`config.mk`:
```
export PLATFORM = sky130hd
export DESIGN_NAME = bp_two_level
export DESIGN_NICKNAME = d
export VERILOG_FILES = /design/src/rtl/bp_pkg.sv /design/src/rtl/bp_hist_table.sv /design/src/rtl/bp_index.sv /design/src/rtl/bp_pht.sv /design/src/rtl/bp_two_level.sv
export SDC_FILE = /design/constraint.sdc
export NUM_CORES = 1
export LEC_CHECK = 0
export ABC_AREA = 0
export BUFFER_PORTS_ARGS = -buffer_cell sky130_fd_sc_hd__buf_2
export CAP_MARGIN = 15
export CORE_MARGIN = 1
export CORE_UTILIZATION = 37
export DETAILED_ROUTE_END_ITERATION = 10
export GPL_TIMING_DRIVEN = 0
export SYNTH_ARGS = -nofsm -noshare
export SYNTH_HDL_FRONTEND = slang
export SYNTH_SLANG_ARGS = --single-unit
```
`constraint.sdc`:
```
create_clock -name clk_i -period 3.28 [get_ports clk_i]
set_input_delay 0.492 -clock clk_i [delete_from_list [all_inputs] [get_ports clk_i]]
set_output_delay 0.492 -clock clk_i [all_outputs]
set_load 0.02 [all_outputs]
```
`src/rtl/bp_pkg.sv`:
```
package bp_pkg;
  typedef logic [1:0] ctr_t;

  localparam ctr_t CTR_RESET = 2'd1;

  function automatic ctr_t ctr_next(ctr_t c, logic taken);
    ctr_t n;
    if (taken) n = (c == 2'd3) ? 2'd3 : c + 2'd1;
    else       n = (c == 2'd0) ? 2'd0 : c - 2'd1;
    return n;
  endfunction
endpackage

```
`src/rtl/bp_hist_table.sv`:
```
module bp_hist_table #(
  parameter int unsigned N      = 4,
  parameter int unsigned W      = 4,
  parameter int unsigned SEL_W  = 2
) (
  input  logic             clk_i,
  input  logic             rst_ni,
  input  logic [SEL_W-1:0] rd_sel_i,
  output logic [W-1:0]     rd_hist_o,
  input  logic             wr_en_i,
  input  logic [SEL_W-1:0] wr_sel_i,
  input  logic             wr_taken_i,
  output logic [W-1:0]     wr_hist_o
);
  logic [N-1:0][W-1:0] hist_q;

  for (genvar r = 0; r < N; r++) begin : g_reg
    always_ff @(posedge clk_i or negedge rst_ni) begin
      if (!rst_ni)
        hist_q[r] <= '0;
      else if (wr_en_i && (int'(wr_sel_i) == r))
        hist_q[r] <= {hist_q[r][W-2:0], wr_taken_i};
    end
  end

  assign rd_hist_o = hist_q[rd_sel_i];
  assign wr_hist_o = hist_q[wr_sel_i];

  p_shift_in_r5: assert property (@(posedge clk_i) disable iff (!rst_ni)
    wr_en_i |=> hist_q[$past(wr_sel_i)][0] == $past(wr_taken_i));

  p_shift_up_r5: assert property (@(posedge clk_i) disable iff (!rst_ni)
    wr_en_i |=> hist_q[$past(wr_sel_i)][W-1:1] == $past(wr_hist_o[W-2:0]));

  p_hist_hold_r9: assert property (@(posedge clk_i) disable iff (!rst_ni)
    !wr_en_i |=> $stable(hist_q));
endmodule

```
`src/rtl/bp_index.sv`:
```
module bp_index #(
  parameter int unsigned PCW_W   = 30,
  parameter int unsigned W       = 4,
  parameter int unsigned IDX_W   = 6,
  parameter bit          XOR_IDX = 1'b0
) (
  input  logic [PCW_W-1:0] pcw_i,
  input  logic [W-1:0]     hist_i,
  output logic [IDX_W-1:0] idx_o
);
  localparam int unsigned WIDE = PCW_W + W;

  logic [WIDE-1:0] mix;

  if (XOR_IDX) begin : g_xor
    assign mix = WIDE'(pcw_i) ^ WIDE'(hist_i);
  end else begin : g_cat
    assign mix = {pcw_i, hist_i};
  end

  assign idx_o = mix[IDX_W-1:0];
endmodule

```
`src/rtl/bp_pht.sv`:
```
module bp_pht
  import bp_pkg::*;
#(
  parameter int unsigned M     = 64,
  parameter int unsigned IDX_W = 6
) (
  input  logic             clk_i,
  input  logic             rst_ni,
  input  logic [IDX_W-1:0] rd_idx_i,
  output ctr_t             rd_ctr_o,
  input  logic             wr_en_i,
  input  logic [IDX_W-1:0] wr_idx_i,
  input  logic             wr_taken_i
);
  ctr_t [M-1:0] ctr_q;

  for (genvar e = 0; e < M; e++) begin : g_ctr
    always_ff @(posedge clk_i or negedge rst_ni) begin
      if (!rst_ni)
        ctr_q[e] <= CTR_RESET;
      else if (wr_en_i && (int'(wr_idx_i) == e))
        ctr_q[e] <= ctr_next(ctr_q[e], wr_taken_i);
    end
  end

  assign rd_ctr_o = ctr_q[rd_idx_i];

  p_sat_top_r3: assert property (@(posedge clk_i) disable iff (!rst_ni)
    (wr_en_i && wr_taken_i && ctr_q[wr_idx_i] == 2'd3) |=> ctr_q[$past(wr_idx_i)] == 2'd3);

  p_sat_bot_r4: assert property (@(posedge clk_i) disable iff (!rst_ni)
    (wr_en_i && !wr_taken_i && ctr_q[wr_idx_i] == 2'd0) |=> ctr_q[$past(wr_idx_i)] == 2'd0);

  p_inc_r3: assert property (@(posedge clk_i) disable iff (!rst_ni)
    (wr_en_i && wr_taken_i && ctr_q[wr_idx_i] != 2'd3)
      |=> ctr_q[$past(wr_idx_i)] == $past(ctr_q[wr_idx_i]) + 2'd1);

  p_ctr_hold_r9: assert property (@(posedge clk_i) disable iff (!rst_ni)
    !wr_en_i |=> $stable(ctr_q));
endmodule

```
`src/rtl/bp_two_level.sv`:
```
module bp_two_level
  import bp_pkg::*;
#(
  parameter int unsigned PC_W        = 32,
  parameter int unsigned ALIGN_BITS  = 2,
  parameter int unsigned HIST_REGS   = 4,
  parameter int unsigned HIST_W      = 4,
  parameter int unsigned CTR_ENTRIES = 64,
  parameter bit          XOR_IDX     = 1'b0
) (
  input  logic            clk_i,
  input  logic            rst_ni,
  input  logic [PC_W-1:0] pred_pc_i,
  output logic            pred_taken_o,
  input  logic            upd_valid_i,
  input  logic [PC_W-1:0] upd_pc_i,
  input  logic            upd_taken_i
);
  localparam int unsigned PCW_W  = PC_W - ALIGN_BITS;
  localparam int unsigned HSEL_W = (HIST_REGS > 1) ? $clog2(HIST_REGS) : 1;
  localparam int unsigned IDX_W  = (CTR_ENTRIES > 1) ? $clog2(CTR_ENTRIES) : 1;

  function automatic logic [HSEL_W-1:0] hist_sel(logic [PCW_W-1:0] w);
    return HSEL_W'(w % PCW_W'(HIST_REGS));
  endfunction

  logic [PCW_W-1:0]  pred_pcw, upd_pcw;
  logic [HSEL_W-1:0] pred_sel, upd_sel;
  logic [HIST_W-1:0] pred_hist, upd_hist;
  logic [IDX_W-1:0]  pred_idx, upd_idx;
  ctr_t              pred_ctr;

  assign pred_pcw = pred_pc_i[PC_W-1:ALIGN_BITS];
  assign upd_pcw  = upd_pc_i[PC_W-1:ALIGN_BITS];
  assign pred_sel = hist_sel(pred_pcw);
  assign upd_sel  = hist_sel(upd_pcw);

  bp_hist_table #(.N(HIST_REGS), .W(HIST_W), .SEL_W(HSEL_W)) u_hist (
    .clk_i      (clk_i),
    .rst_ni     (rst_ni),
    .rd_sel_i   (pred_sel),
    .rd_hist_o  (pred_hist),
    .wr_en_i    (upd_valid_i),
    .wr_sel_i   (upd_sel),
    .wr_taken_i (upd_taken_i),
    .wr_hist_o  (upd_hist)
  );

  bp_index #(.PCW_W(PCW_W), .W(HIST_W), .IDX_W(IDX_W), .XOR_IDX(XOR_IDX)) u_pred_idx (
    .pcw_i  (pred_pcw),
    .hist_i (pred_hist),
    .idx_o  (pred_idx)
  );

  // training uses the pre-shift history
  bp_index #(.PCW_W(PCW_W), .W(HIST_W), .IDX_W(IDX_W), .XOR_IDX(XOR_IDX)) u_upd_idx (
    .pcw_i  (upd_pcw),
    .hist_i (upd_hist),
    .idx_o  (upd_idx)
  );

  bp_pht #(.M(CTR_ENTRIES), .IDX_W(IDX_W)) u_pht (
    .clk_i      (clk_i),
    .rst_ni     (rst_ni),
    .rd_idx_i   (pred_idx),
    .rd_ctr_o   (pred_ctr),
    .wr_en_i    (upd_valid_i),
    .wr_idx_i   (upd_idx),
    .wr_taken_i (upd_taken_i)
  );

  assign pred_taken_o = pred_ctr[1];

  initial begin
    a_cfg_hist_w: assert (HIST_W >= 2);
    a_cfg_pow2: assert (CTR_ENTRIES == (1 << IDX_W));
  end
endmodule

```
### After elaboration in Yosys (flattened, before gate mapping)

Cells that the tools add are included.

* flip-flop bits (word level): 144
* memories kept: 0
* input port bits: 68
* memory bits (read-only): 0
* output and inout port bits: 1
* latch bits: 0
* logic and storage cells: 661
* bits in writable memories: 0

* div/mod/pow operators: 0
* reduce and logical (&&, ||, !) cells: 134
* order comparisons: 3
* muxes and demuxes: 198
* add/sub/neg operators: 128
* equal/unequal tests: 130
* multiply operators: 0
* bitwise logic cells: 0
* shift-type cells: 0

Operators by type and width (count)
* 2-bit two-way mux: 193
* 6-bit equality test, second input constant: 32
* 2-bit equality test, second input constant: 66
* 2-bit zero test: 65
* 2-bit by 1-bit adder with 2-bit output, second input constant: 64
* 2-bit by 1-bit subtractor with 2-bit output, second input constant: 64
* 6-bit by 5-bit equality test with 1-bit output, second input constant: 16
* 1-bit logical AND: 68
* 6-bit by 4-bit equality test with 1-bit output, second input constant: 8
* 6-bit by 3-bit equality test with 1-bit output, second input constant: 4
* 4-bit binary-select mux with 2-bit select: 2
* 2-bit binary-select mux with 6-bit select: 1
* 6-bit by 2-bit equality test with 1-bit output, second input constant: 2
* 4-bit two-way mux: 2
* 6-bit by 7-bit less-than comparator with 1-bit output, second input constant: 1
* 6-bit by 1-bit equality test with 1-bit output, second input constant: 1
* 6-bit zero test: 1
* 2-bit by 3-bit less-than comparator with 1-bit output, second input constant: 2
* 2-bit by 1-bit equality test with 1-bit output, second input constant: 1

### Logic depth before layout (Yosys ltp)

* depth in word-level cells: 4
* gate-level depth with buffers: 9
* mapped depth without buffers: 6

### Hierarchy

Synthesis repeated with hierarchy kept, for this count alone.

* cells, all modules: 918
* area total of the unflattened synthesis: 8897.3 µm²

Modules (own cells, without submodules)
* bp_pht: cells an instance 860, area an instance 7957.6 µm², instances 1
* bp_hist_table: cells an instance 46, area an instance 849.6 µm², instances 1
* bp_index: cells an instance 6, area an instance 45.0 µm², instances 2

### Worst setup path after synthesis

OpenSTA, ideal clock, no wires.

* path kind: input to output
* from: input pred_pc_i[2]
* to: output pred_taken_o
* required time: 2788 ps
* path slack: 159 ps
* stages: 8
* data arrival time: 2629 ps
* path buffers: 3
* cell sequence: buf_6 mux4_2 buf_4 buf_4 mux2i_1 a2111oi_0 o32ai_2 nor3_1

* word-level cells in the longest chain between the ends: 4

Ends and longest elaborated chain
* start: declaration: line bp_two_level.sv:13 `input logic [PC_W-1:0] pred_pc_i,`
* 4-bit binary-select mux with 2-bit select: line bp_hist_table.sv:26 `assign rd_hist_o = hist_q[rd_sel_i];`
* 4-bit two-way mux (implied by the code): line bp_hist_table.sv:26
* 2-bit binary-select mux with 6-bit select (*): line bp_pht.sv:26 `assign rd_ctr_o = ctr_q[rd_idx_i];`
* 2-bit two-way mux (implied by the code) (*): line bp_pht.sv:26
* end: declaration: line bp_two_level.sv:14 `output logic pred_taken_o,`

Mark *: on every way between the ends. The rest lies on a longest branch, timed or not. The select of a mux whose other input is x is not followed.

### Worst setup path after layout

* from: register u_hist.hist_q[12] (netlist name)
* to: output pred_taken_o

* word-level cells in the longest chain between the ends: 4

Ends and longest elaborated chain
* start: declaration: line bp_hist_table.sv:15 `logic [N-1:0][W-1:0] hist_q;`
* start signal: indexed assignment: line bp_hist_table.sv:22 `hist_q[r] <= {hist_q[r][W-2:0], wr_taken_i};`
* 4-bit binary-select mux with 2-bit select: line bp_hist_table.sv:26
* 4-bit two-way mux (implied by the code): line bp_hist_table.sv:26
* 2-bit binary-select mux with 6-bit select: line bp_pht.sv:26
* 2-bit two-way mux (implied by the code): line bp_pht.sv:26

Every way passes these cells. The select of a mux whose other input is x is not followed.

==> metrics <==
status complete, but fails checks; violated checks negative setup slack; maxcap violations 0; clk sinks 144; H-tree Lvls 4; share of the synthesized area in the top cell type 0.235; Worst-Margin Slew 809 ps; endpoints failing hold 0; WL/cell 18.8 µm; TritonCTS clock tree built; VDD IR max 0.302 mV; Core Util, Final 0.428; DP Cell Count 1225; slowest CP cell mux4_2; async set-or-reset flop fraction in the synthesized netlist 1.00; sequential fraction of the synthesis area 0.433; max-slew violation count 0; all-layer global routing usage 0.210; WP buf/inv 1; GR Overflow Total 0; clock skew 8.06 ps; RSZ-0062 raised after global routing yes; clock tree buffer depth 2; Die Y 154 µm; fmax 0.301 GHz; Die X-Extent 154 µm; slowest stage delay, CP 550 ps; Leak Pwr 0.00373 µW; EDFF count, synth 0; PnR worst setup slack -44.2 ps; share of layout cells above drive strength 1 0.218; Synth Cell Area 0.00850 mm²; Port-buffer cells 5; routed vias/inst 5.80; post-route ant nets 0; initial antenna violation count 1; Mapped Nets 1002; Pwr Density 499 mW/mm²; first-pass GRT wire length 37900 µm; WP data arrival 2830 ps; Tcrit/Tclk final 1.01; count of cell types in the netlist 52; Worst slew margin 0.461; crit start category flop; pin count of the biggest net entering global routing 83; min Tclk post-route 3320 ps; Hold/Removal Path Class in2async; I/O Pins 69; GPL Wtd Cong 0.846; final hold slack 141 ps; Mapped Cells 934; largest cells by area after synthesis dfrtp_1 (24%), dfstp_2 (20%), a21oi_1 (7.8%); worst skew pair latency 430 ps; CP Class reg2out; DP HPWL 15700 µm; Initial Util 0.377; vias in the first global route 6558; Root Driver clkbuf_16; DR vias 7344; clock transition at the registers of the reported paths 60 ps; crit-path cells mux4_2 -> mux2_4 -> a221o_1 -> a41o_1 -> o32ai_2 -> nor3_2 -> buf_4; largest area contributor in the netlist dfrtp_1; synth warn 0; #FFs+latches synth 144; final net count 1035; Layout area overhead 13.6%; initial DRC count 647; TritonCTS buffer count 17; critical path peak fanout 5; DRC viols 0; fin cells 1266; row cnt 55; Top FF cell, synth dfrtp_1; router iterations before antenna repair 7; total power 4820 µW; Core Area 0.0226 mm²; total wire length 23700 µm; CP top delay family multiplexers; pre-CTS setup slack -316 ps; Die Area 0.0236 mm²; Crit. End Element primary output; Setup-failing EPs final 1; Post-Synthesis Mean Instance Area 9.11 µm²; CP required 2790 ps
path summary, 6_finish.rpt:
path / from / endpoint / slack [ps] / cells past startpoint
max in group asynchronous: rst_ni / u_pht.ctr_q[10] / 2280 / 2
worst max register to register: u_hist.hist_q[14] / u_pht.ctr_q[97] / 830 / 9
worst min-delay path: rst_ni / u_pht.ctr_q[77] / 140 / 1
worst min register to register: u_hist.hist_q[3] / u_hist.hist_q[3] / 510 / 2
min in group clk_i: u_hist.hist_q[3] / u_hist.hist_q[3] / 510 / 2
worst max-delay path: u_hist.hist_q[12] / pred_taken_o / -40 / 7
cells in the final DEF (no fill, tap or decap), types with 3 or more instances in the layout:
cell          n
nand3b_2      4
dfrtp_1      79
clkbuf_1     29
o21ai_0      57
nor2_1      138
a221o_1      21
a21o_1        4
mux2_2       10
a21oi_1     132
nor2b_1       6
buf_4        11
nand2_1     113
clkbuf_16    17
and3_1       21
nand3b_1     46
o221a_2      44
dfstp_2      64
buf_1         3
and2_1        5
inv_6         3
mux4_2        6
nor3b_1      18
clkinvlp_4    3
nor3b_4       4
a211oi_1     12
or3_1        44
buf_2         8
buf_6         5
mux2i_1      16
clkinv_4      5
flip-flops by register name, summed over array words and instances (netlist names):
| register | flops |
|---|---|
| u_hist.hist_q | 16 |
| u_pht.ctr_q | 128 |
power breakdown:
part           total, µW  internal, µW  switching, µW
registers           1940          1860           82.9
clock network       1990          1150            836
logic                883           339            544
layout make-up:
class,instances,area [µm²]
Tap cell,285,357
Clock inverter,14,158
Inverter,2,7.51
Fill cell,2227,12900
Sequential cell,144,3680
Timing Repair Buffer,14,121
Antenna cell,1,2.50
Buffer,45,230
Multi-Input combinational cell,743,4660
Clock buffer,18,439
logic make-up (layout without fill, tap and decap cells):
family	Yosys count	after routing	share of synthesized area
flip-flops	144	144	0.433
buffers and inverters	47	93	0.0256
multiplexers	37	37	0.0541
other	0	1	0
AND/OR/NAND/NOR	424	424	0.266
AO/OA/AOI/OAI	282	282	0.221
through the flow:
step	instance area (µm²)	setup TNS, ps
finish	9660	-44.2
global route	9660	-118
CTS	9600	-29.1
floorplan	8500	0
detailed placement	8920	-316
global placement	8890	-47490
worst register-to-register path: stages, from the launching register on:
cell and delay (ps):
dfrtp_1 390, buf_4 130, buf_4 130, mux4_2 490, buf_6 180, nor2_8 140
nand2_1 240, or3_1 420, a21oi_1 150, nor2_1 50
repair_timing:
action | CTS | global route
pin swaps | 3 | 6
setup endpoints to repair | 1 | 1
cloned | 0 | 0
buffers inserted | 4 | 4
hold buffers | 0 | 0
gates resized for setup | 15 | 7
synth_stat cells (2+ instances only):
master / count
nor2_1: 138
a21oi_1: 132
nand2_1: 113
dfrtp_1: 80
dfstp_2: 64
o21ai_0: 57
nand3b_1: 46
o221a_2: 44
or3_1: 44
clkbuf_1: 30
a221o_1: 21
and3_1: 21
mux2i_1: 19
nor3b_1: 18
a211oi_1: 13
mux2_2: 11
buf_2: 6
mux4_2: 6
nor2b_1: 6
and2_1: 5
a21o_1: 4
nand3b_2: 4
nor3b_4: 4
buf_1: 3
buf_4: 3
buf_6: 3
a2111oi_0: 2
a22oi_1: 2
and3b_1: 2
inv_1: 2
nand2_2: 2
nand3_1: 2
nand3_2: 2
nand4_1: 2
nand4bb_1: 2
nand4bb_4: 2
nor3_1: 2
o22a_1: 2
or2_2: 2
routing by layer:
layer  global-route usage  wire length, µm  vias up
met5                    0                0        -
met4               0.0486              251        0
met3               0.0400             1040       18
met1                0.298            11400     3630
met2                0.329            11100      140
li1                     -                -     3556
No activity file was read; power rests on OpenSTA's default activity.
